### src/rtl/hbg_pkg.sv
package hbg_pkg;
  typedef enum logic [1:0] {
    CMD_OFF = 2'd0,
    CMD_HS  = 2'd1,
    CMD_LS  = 2'd2
  } hbg_cmd_e;

  typedef enum logic [2:0] {
    ST_OFF, ST_HS_WAIT, ST_HS_ON, ST_LS_WAIT, ST_LS_ON
  } hbg_state_e;
endpackage

### src/rtl/hbg_sync.sv
module hbg_sync #(
  parameter int unsigned   W       = 1,
  parameter int unsigned   STAGES  = 2,
  parameter logic [W-1:0]  RST_VAL = '0
) (
  input  logic         clk_i,
  input  logic         rst_ni,
  input  logic [W-1:0] d_i,
  output logic [W-1:0] q_o
);
  logic [STAGES-1:0][W-1:0] stg_q;

  always_ff @(posedge clk_i or negedge rst_ni) begin
    if (!rst_ni) begin
      stg_q <= {STAGES{RST_VAL}};
    end else begin
      stg_q[0] <= d_i;
      for (int i = 1; i < STAGES; i++) stg_q[i] <= stg_q[i-1];
    end
  end

  assign q_o = stg_q[STAGES-1];
endmodule

### src/rtl/hbg_pwm_dec.sv
module hbg_pwm_dec
  import hbg_pkg::*;
#(
  parameter int unsigned TRI_HOLD = 16
) (
  input  logic     clk_i,
  input  logic     rst_ni,
  input  logic     hi_i,
  input  logic     lo_i,
  output hbg_cmd_e cmd_o
);
  localparam int unsigned CW = $clog2(TRI_HOLD + 1);

  logic [CW-1:0] tri_cnt_q;
  hbg_cmd_e      last_q;
  logic          in_tri, expired;

  assign in_tri  = !hi_i && !lo_i;
  assign expired = (tri_cnt_q == CW'(TRI_HOLD));

  // hi wins over lo; a short tri-state excursion keeps the last command
  always_comb begin
    if (hi_i)         cmd_o = CMD_HS;
    else if (lo_i)    cmd_o = CMD_LS;
    else if (expired) cmd_o = CMD_OFF;
    else              cmd_o = last_q;
  end

  always_ff @(posedge clk_i or negedge rst_ni) begin
    if (!rst_ni) begin
      tri_cnt_q <= '0;
      last_q    <= CMD_OFF;
    end else begin
      if (!in_tri)      tri_cnt_q <= '0;
      else if (!expired) tri_cnt_q <= CW'(tri_cnt_q + 1'b1);
      if (!in_tri) last_q <= cmd_o;
    end
  end
endmodule

### src/rtl/hbg_dt_fsm.sv
module hbg_dt_fsm
  import hbg_pkg::*;
#(
  parameter int unsigned HOLD_DT = 4
) (
  input  logic     clk_i,
  input  logic     rst_ni,
  input  logic     dis_ni,
  input  hbg_cmd_e cmd_i,
  input  logic     skip_ni,
  input  logic     hs_low_i,
  input  logic     ls_low_i,
  output logic     hs_en_o,
  output logic     ls_en_o
);
  localparam int unsigned DW = $clog2(HOLD_DT + 1);

  hbg_state_e    st_q, st_d;
  logic [DW-1:0] dcnt_q, dcnt_d;
  logic          want_hs, want_ls;

  assign want_hs = (cmd_i == CMD_HS);
  assign want_ls = (cmd_i == CMD_LS) && skip_ni;

  always_comb begin
    st_d   = st_q;
    dcnt_d = '0;
    unique case (st_q)
      ST_OFF: begin
        if (want_hs)      st_d = ST_HS_WAIT;
        else if (want_ls) st_d = ST_LS_WAIT;
      end
      ST_HS_WAIT: begin
        if (!want_hs) st_d = want_ls ? ST_LS_WAIT : ST_OFF;
        else if (ls_low_i) begin
          if (dcnt_q == DW'(HOLD_DT - 1)) st_d = ST_HS_ON;
          else dcnt_d = DW'(dcnt_q + 1'b1);
        end
      end
      ST_HS_ON: if (!want_hs) st_d = want_ls ? ST_LS_WAIT : ST_OFF;
      ST_LS_WAIT: begin
        if (!want_ls) st_d = want_hs ? ST_HS_WAIT : ST_OFF;
        else if (hs_low_i) begin
          if (dcnt_q == DW'(HOLD_DT - 1)) st_d = ST_LS_ON;
          else dcnt_d = DW'(dcnt_q + 1'b1);
        end
      end
      ST_LS_ON: if (!want_ls) st_d = want_hs ? ST_HS_WAIT : ST_OFF;
      default: st_d = ST_OFF;
    endcase
  end

  always_ff @(posedge clk_i or negedge rst_ni) begin
    if (!rst_ni) begin
      st_q    <= ST_OFF;
      dcnt_q  <= '0;
      hs_en_o <= 1'b0;
      ls_en_o <= 1'b0;
    end else if (!dis_ni) begin
      st_q    <= ST_OFF;
      dcnt_q  <= '0;
      hs_en_o <= 1'b0;
      ls_en_o <= 1'b0;
    end else begin
      st_q    <= st_d;
      dcnt_q  <= dcnt_d;
      hs_en_o <= (st_d == ST_HS_ON);
      ls_en_o <= (st_d == ST_LS_ON);
    end
  end
endmodule

### src/rtl/hb_gate_ctrl.sv
module hb_gate_ctrl
  import hbg_pkg::*;
#(
  parameter int unsigned TRI_HOLD = 16,
  parameter int unsigned HOLD_DT  = 4,
  parameter int unsigned SYNC_LEN = 2
) (
  input  logic clk_i,
  input  logic rst_ni,
  input  logic pwm_hi_i,
  input  logic pwm_lo_i,
  input  logic dis_ni,
  input  logic skip_ni,
  input  logic hs_gate_low_i,
  input  logic ls_gate_low_i,
  output logic hs_en_o,
  output logic ls_en_o
);
  localparam int unsigned NSYNC = 3;

  logic [NSYNC-1:0] async_in, sync_out;
  hbg_cmd_e         cmd;

  assign async_in = {skip_ni, pwm_hi_i, pwm_lo_i};

  hbg_sync #(
    .W(NSYNC), .STAGES(SYNC_LEN), .RST_VAL(3'b100)
  ) sync_i (
    .clk_i(clk_i), .rst_ni(rst_ni), .d_i(async_in), .q_o(sync_out)
  );

  hbg_pwm_dec #(.TRI_HOLD(TRI_HOLD)) dec_i (
    .clk_i(clk_i), .rst_ni(rst_ni),
    .hi_i(sync_out[1]), .lo_i(sync_out[0]), .cmd_o(cmd)
  );

  hbg_dt_fsm #(.HOLD_DT(HOLD_DT)) fsm_i (
    .clk_i(clk_i), .rst_ni(rst_ni), .dis_ni(dis_ni), .cmd_i(cmd),
    .skip_ni(sync_out[2]), .hs_low_i(hs_gate_low_i), .ls_low_i(ls_gate_low_i),
    .hs_en_o(hs_en_o), .ls_en_o(ls_en_o)
  );
endmodule

### config.mk
export PLATFORM = sky130hd
export DESIGN_NAME = hb_gate_ctrl
export DESIGN_NICKNAME = d
export VERILOG_FILES = /design/src/rtl/hbg_pkg.sv /design/src/rtl/hbg_sync.sv /design/src/rtl/hbg_pwm_dec.sv /design/src/rtl/hbg_dt_fsm.sv /design/src/rtl/hb_gate_ctrl.sv
export SDC_FILE = /design/constraint.sdc
export NUM_CORES = 1
export LEC_CHECK = 0
export CORE_ASPECT_RATIO = 1.4
export CORE_MARGIN = 5
export CORE_UTILIZATION = 52
export CTS_BUF_LIST = sky130_fd_sc_hd__clkbuf_4 sky130_fd_sc_hd__clkbuf_8
export DETAILED_ROUTE_END_ITERATION = 7
export GPL_TIMING_DRIVEN = 1
export PLACE_DENSITY = 0.86
export SLEW_MARGIN = 0
export SYNTH_ARGS = -nofsm -noshare
export SYNTH_HDL_FRONTEND = slang
export SYNTH_HIERARCHICAL = 1
export SYNTH_SLANG_ARGS = --single-unit
### constraint.sdc
create_clock -name clk_i -period 6.8 [get_ports clk_i]
set_input_delay 1.36 -clock clk_i [delete_from_list [all_inputs] [get_ports clk_i]]
set_output_delay 1.36 -clock clk_i [all_outputs]
set_load 0.02 [all_outputs]
==> results.txt, run 1 <==
* Result of the run: completed
- The via count of the first global-routing pass was 714.
- Once layout is done, the placed cells without fillers occupy 0.00109 mm².
* Post-Place Cell Area: 0.00107 mm²
* Residual antenna-violating net count after detailed routing: 0
* Routability Congestion: 0.880
- Number of cells produced by synthesis: 84
- The number of antenna violations at the first check in global routing came to 0.
- Clock tree synthesis inserted a total of 3 buffers.
- Once the floorplan was initialized, standard cells occupied 55.3% of the core.
- STA classifies the critical path endpoint as an output pin.
- Number of buffers inserted for hold repair after clock tree synthesis: 0
* Type of the setup path with the least slack: flip-flop to output pin
- Clock-pin slew of the registers on the worst-case setup and hold paths: 0.11 ns
* Synthesis warning total: 6
* PostCTS Resize Cnt: 0
* Cell chain of the critical path: clkdlybuf4s50_1
- Drt wl/cell: 14.3 µm
* Req. time, crit path: 5.44 ns
- In this run the critical register-to-register path is captured at fsm_i/hs_en_o$_DFF_PN0_.
- Synth async-reset ratio: 100%
* NumNets Final: 104
- The synthesized design contains 0 enable-type register cells.
- On the worst path, the slowest cell contributes a delay of 0.60 ns.
- CTS placed an instance of clkbuf_4 at the clock tree root.
* Cell at the slowest stage of the critical path: clkdlybuf4s50_1
* Crit-path max FO: 1
* IO Port Bufs: 9
- H-tree levels: 1
* Critical R2R Launch: dec_i/tri_cnt_q[0]$_DFFE_PN0P_
- In this run the number of cells on the critical path is 1.
* Hold Path Depth: 0
- STA classifies the critical path startpoint as a flip-flop.
- Maximum number of pins on one net before global-route repair: 22
* HPWL after detailed placement: 1230 µm
- Setup slack on the worst reg-to-reg path comes out at 4.28 ns.
- The die covers 0.00287 mm².
- TritonCTS built the clock tree.
* Cell count of the worst reg-to-reg path: 8
- Dominant cells by area after synthesis: dfrtp_1 (48%), dfstp_2 (5.3%), ha_1 (3.8%), xor2_1 (2.7%), nor2b_1 (2.5%)
- At the pin with the least slew margin, the transition time is 0.882 ns.
* Nets in the synthesized netlist: 95
- Buffers added to address setup during post-CTS repair amount to 0.
* Most crowded layer after global routing: met2
* Final worst path period share: 38.2%
* Filler cells: 152
* Core Rows: 18
- The startpoint identified for the worst hold timing path is sync_i/stg_q[2]$_DFF_PN1_.
- Number of antenna diodes: 0
* Clock Power Share: 27.4%
- The most used flip-flop cell after synthesis is dfrtp_1.
- Global-route usage over all layers: 14.2%
- Leakage power: 0.508 nW
* Setup-violating endpoint count in the final report: 0
- In the routed design, unresolved DRC markers number 0.
- At the later pin of the worst-skew pair, clock insertion delay measures 0.30 ns.
- STA puts the critical path data arrival time at 1.24 ns.
- Top-Level Pins: 10
* Total power per unit cell area: 190 mW/mm²
- Highest clock rate: 385 MHz
- Of the synthesized area, sequential elements account for 53.7%.
* Remaining Overflow, GRT: 0
- The first global-routing pass estimated 2900 µm of wire.
* Number of slew-limit violations in the final report: 0
- Global Route met3 Usage: 2.05%
- Between clock sinks in the finished design, the worst skew comes to 0.00183 ns.
* Worst min-delay path class: flip-flop to flip-flop
- Total Neg Setup Slack: 0 ns
- Normalized max-slew margin: 41.0%
* #FFs+latches synth: 21
- The analysis attributes to net switching a power of 0.0474 mW.
- The tree built by TritonCTS fans out to 21 sinks.
- GR met1 Demand/Resource: 15.1%
- Dividing the synthesized area by the synthesized cell count gives 11.7 µm².
- Fraction of layout instances using a drive strength above 1: 10.9%
* Syn Std Cell Area: 983 µm²
* Die width: 46.8 µm
- Per report_power, the sequential group accounts for 63.9% of the total.
* Pint: 0.160 mW
- Cell family with most CP delay: buffers and inverters
- Count of max-cap constraint violations: 0
* Die height: 61.5 µm
- Final Routed Wirelength: 1600 µm
- The total count of hold-check failures in the final report came to 0.
* Clk buf depth: 2
* Top-area cell type share of the netlist area: 48.3%
* Buffer and inverter count on the worst path: 1
* Unrepaired setup endpoints after global routing: no
- Final critical delay including setup and external delays: 2.60 ns
- Floorplan core area: 0.00178 mm²
- DRT iter0 DRCs: 25
* Proportion of total power due to net switching: 22.8%
* Post-synthesis cell type count: 38
- Detailed-routing iteration count for the pre-antenna-repair pass: 4
* Fraction of met2 tracks used by global routing: 26.6%
* IR Drop Worst-Case VDD: 0.169 mV
* Via count of the routed design: 650
* Cell taking the most area after synthesis: dfrtp_1
- Logic pwr share: 8.7%
- In the routed layout, each cell is associated on average with a via count of 5.80.
- The path with the worst hold slack has its endpoint at sync_i/q_o[2]$_DFF_PN1_.
* Post-synthesis to final-layout area growth: 11.2%
[flip-flops by register name (all words and copies together) (netlist names)]
name	cells
sync_i/q_o	3
sync_i/stg_q	3
dec_i/last_q	2
dec_i/tri_cnt_q	5
fsm_i/dcnt_q	3
fsm_i/ls_en_o	1
fsm_i/st_q	3
fsm_i/hs_en_o	1
[cell usage after synthesis (all sizes together) (2+ instances only)]
cell type  count
dfrtp         19
nor2           5
nor2b          5
buf            4
inv            4
nor3           4
ha             3
nand2          3
nand3          3
nor3b          3
xor2           3
a211oi         2
and3b          2
dfstp          2
o211a          2
xnor2          2
[stage by stage]
step	util (%)	setup WS, ns	power, mW	hold WS, ns	cells
after global routing	61.5	4.13	0.219	0.376	112
after floorplan	-	4.62	0.145	0.331	84
after CTS	61.5	4.18	0.211	0.368	112
final	61.5	4.20	0.208	0.364	112
after detailed placement	59.9	4.15	0.153	0.347	108
after global placement	59.9	4.19	0.152	0.333	108
[cell type report]
| type | instances | area (µm²) | share of cell area, % |
|---|---|---|---|
| Tap cell | 20 | 25.0 | 2.29 |
| Clock inverter | 1 | 5.00 | 0.458 |
| Inverter | 4 | 15.0 | 1.37 |
| Sequential cell | 21 | 528 | 48.3 |
| Clock buffer | 3 | 22.5 | 2.06 |
| Timing Repair Buffer | 9 | 90.1 | 8.24 |
| Multi-Input combinational cell | 54 | 408 | 37.3 |
[cell usage in the layout (no fill, tap or decap), drive strengths merged]
master         Yosys  routed
dfrtp             19      19
clkdlybuf4s50      0       9
nor2               5       5
nor2b              5       5
inv                4       4
nor3               4       4
clkbuf             1       3
nand2              3       3
nand3              3       3
xor2               3       3
ha                 3       3
nor3b              3       3
xnor2              2       2
o211a              2       2
dfstp              2       2
a211oi             2       2
and3b              2       2
clkinv             0       1
and4bb             1       1
o21bai             1       1
mux2i              1       1
or3                1       1
nand2b             1       1
nand4              1       1
a221o              1       1
o2111a             1       1
a22o               1       1
a31oi              1       1
nand4bb            1       1
nand4b             1       1
a21oi              1       1
nand3b             1       1
a2111oi            1       1
o2bb2ai            1       1
and2               1       1
[metal layers]
metal | up-vias | wire length (µm) | part of all wire, %
li1 | 312 | - | -
met1 | 310 | 601 | 37
met2 | 22 | 880 | 55
met3 | 6 | 89 | 5.6
met4 | 0 | 31 | 1.9
met5 | - | 0 | 0
[worst max path at each step]
stage | from | to
after CTS | fsm_i/hs_en_o$_DFF_PN0_ | hs_en_o
after global placement | ls_gate_low_i | fsm_i/hs_en_o$_DFF_PN0_
after floorplan | ls_gate_low_i | fsm_i/hs_en_o$_DFF_PN0_
after global routing | dec_i/tri_cnt_q[0]$_DFFE_PN0P_ | fsm_i/hs_en_o$_DFF_PN0_
final | fsm_i/hs_en_o$_DFF_PN0_ | hs_en_o
after detailed placement | ls_gate_low_i | fsm_i/dcnt_q[2]$_DFF_PN0_
[power groups by stage]
stage          clock network (mW)  logic (mW)  registers [mW]
4_1_cts                    0.0597      0.0182           0.133
2_1_floorplan                   0      0.0128           0.133
6_report                   0.0568      0.0181           0.133
3_5_place_dp                    0      0.0181           0.135
5_1_grt                    0.0656      0.0200           0.134
3_3_place_gp                    0      0.0174           0.135
[cells by family after synthesis]
family	Yosys count	synth area share [%]
DFF	21	53.7
adders and majority gates	3	3.82
and+or+nand+nor	33	21.2
xor gates and xnor gates	5	4.45
muxes	1	1.02
AOI/OAI and AO/OA	12	10.9
buffers and inverters	9	4.83
Power figures use the tool's default switching activity.
==> run 2, diff against run 1 <==
==> constraint.sdc (replaced) <==
create_clock -name clk_i -period 2.5 [get_ports clk_i]
set_input_delay 0.5 -clock clk_i [delete_from_list [all_inputs] [get_ports clk_i]]
set_output_delay 0.5 -clock clk_i [all_outputs]
set_load 0.02 [all_outputs]
==> results.txt, run 2 (synthesis results as in run 1) <==
- Post-synthesis to final-layout area growth: 12.5%
- In the finished design, the share of the clock period the worst path needs comes to 90.5%.
- During I/O placement, the number of pins put on the boundary was 10.
- Counting along the longest clock path gives a buffer depth of 2.
- Number of buffers added by the clock tree synthesis step: 3
* Share of the core filled with cells: 62.2%
* DRT iter0 DRCs: 8
- Final critical delay including setup and external delays: 2.26 ns
- In this run the worst hold path is classified as flip-flop to flip-flop.
- Clock skew on the completed layout was measured at 0.00573 ns.
- Global-route usage over all layers: 13.9%
- The floorplan step defined a die boundary enclosing 0.00287 mm².
- R2r setup slk: 0.24 ns
- Final Routed Wirelength: 1670 µm
- Cell count of the worst reg-to-reg path: 8
* Initial antenna violation count: 0
* Type of the setup path with the least slack: flip-flop to flip-flop
- DRC violations left: 0
- Entering global routing, the biggest net connects 13 pins.
- The worst setup path is captured at a flip-flop.
- NumNets Final: 105
- Remaining Overflow, GRT: 0
- In this run the standard cell core region covers 0.00178 mm².
- Drt via density: 5.86
- Final hold analysis gives a worst-case slack of 0.363 ns.
- Vias in the first global route: 698
- Nature of the critical path startpoint: flip-flop
- TritonCTS built the clock tree.
* Setup-violating endpoint count in the final report: 0
- Die width: 46.8 µm
- Insertion delay of the later-clocked pin in the worst-skew pair: 0.30 ns
- Hold violation count in the final report: 0
- Data arrival time of the critical path: 2.46 ns
- In this run the worst path has a maximum fanout of 6.
- Via count of the routed design: 662
- The placed instances occupy a cell area of 0.00107 mm².
- Clock-pin slew was measured on the worst setup and hold paths at 0.11 ns.
- The first global-routing pass estimated 2830 µm of wire.
- STA puts the critical path data required time at 2.69 ns.
* Normalized max-slew margin: 66.4%
- Number of antenna diodes: 0
- Counting instances, the worst hold path has a depth of 0.
- OpenSTA, run right after detailed placement, puts the worst setup slack at 0.0668 ns.
* Result of the run: completed
- Timing would allow up to 442 MHz.
- Filler cells: 147
- Die height: 61.5 µm
* Launch instance of the worst min-delay path: sync_i/stg_q[1]$_DFF_PN0_
* Root Buffer: clkbuf_4
* IO Port Bufs: 9
- The HPWL after detailed placement is 1220 µm.
- Post-layout power: 0.569 mW
* Design area: 0.00111 mm²
- The pre-antenna-repair detailed-routing pass consisted of 4 iterations.
- Total power per unit cell area: 515 mW/mm²
* IR Drop Worst-Case VDD: 0.385 mV
- For hold timing, the worst endpoint is sync_i/q_o[1]$_DFF_PN0_.
- The register with the most flip-flops in the layout has 5 of them.
* Leakage power: 0.514 nW
* Register ranked first by flip-flop count: dec_i/tri_cnt_q
* Transition at the pin with the smallest max-transition slack: 0.502 ns
* Fraction of layout instances using a drive strength above 1: 12.9%
* Post-Place Cells: 109
- Registers take 528 µm².
- The floorplan has 18 rows.
* Routability Congestion: 0.938
- Residual antenna-violating net count after detailed routing: 0
* Final worst setup slack: 0.237 ns
- Endpoint of the worst register-to-register path: fsm_i/hs_en_o$_DFF_PN0_
- Adding up every negative setup slack in the final design gives 0 ns.
- Summing all multi-input logic gate instances after layout gives 413 µm².
- Dividing the detail-routed wire length by the instance count gives 14.7 µm.
- Most frequent standard cell in the layout excluding fill and tap cells: dfrtp_1
- In this run the number of H-tree levels came out at 1.
* Count of max-cap constraint violations: 0
- Post-CTS timing repair inserted 0 buffers for setup.
* Initial Utilization: 55.3%
- Number of slew-limit violations in the final report: 0
- Final std cells w/o fill: 113
* Unrepaired setup endpoints after global routing: no
* Most frequent cells in the layout: dfrtp_1 (19), clkdlybuf4s50_1 (9), nor2_1 (5)
- For this design, the sink count on the clock tree is 21.
- In this run the critical register-to-register path is launched from dec_i/tri_cnt_q[0]$_DFFE_PN0P_.
run 2: cell count changes in the layout (fill, tap and decap cells not counted):
cell,previous run,this run
a211oi_1,1,0
a211oi_2,1,2
buf_4,0,1
run 2: layer usage:
layer  part of all wire (%)  global-route usage (%)
met1                     41                    15.7
met2                     53                    23.8
met3                    4.7                    2.92
met4                    1.3                    7.91
met5                      0                       0
run 2: repair_timing:
item	in CTS	in global routing
setup endpoints to repair	0	3
gates resized for setup	0	1
hold buffers	0	0
hold endpoints to repair	0	0
run 2: power breakdown:
part	switching [mW]	internal [mW]
combinational	0.0258	0.0264
clock	0.0962	0.0595
sequential	0.0103	0.351
run 2: worst max-delay path by stage:
stage	start	end	slack (ns)	cells past startpoint
6_report	dec_i/tri_cnt_q[0]$_DFFE_PN0P_	fsm_i/hs_en_o$_DFF_PN0_	0.24	8
5_1_grt	dec_i/tri_cnt_q[0]$_DFFE_PN0P_	fsm_i/hs_en_o$_DFF_PN0_	0.09	8
4_1_cts	dec_i/tri_cnt_q[0]$_DFFE_PN0P_	fsm_i/hs_en_o$_DFF_PN0_	0.04	8
3_5_place_dp	dec_i/tri_cnt_q[0]$_DFFE_PN0P_	fsm_i/hs_en_o$_DFF_PN0_	0.07	8
3_3_place_gp	dec_i/tri_cnt_q[0]$_DFFE_PN0P_	fsm_i/hs_en_o$_DFF_PN0_	0.23	8
2_1_floorplan	dec_i/tri_cnt_q[0]$_DFFE_PN0P_	fsm_i/hs_en_o$_DFF_PN0_	0.36	8
run 2: area by class of cell:
cell class	count	share of cell area, %
clock buffer	3	2.04
clock inverter	1	0.452
inverter	4	1.36
multi-input combinational	54	37.3
sequential	21	47.7
tap	20	2.26
timing repair buffer	10	8.82
run 2: critical path, cell delays in order (launching register included):
cell and delay (ns):
dfrtp_1 0.39, inv_1 0.08, ha_1 0.19, and4bb_4 0.23, a211oi_2 0.38, nand3b_1 0.17
a2111oi_1 0.49, a211oi_2 0.07, and2_1 0.17
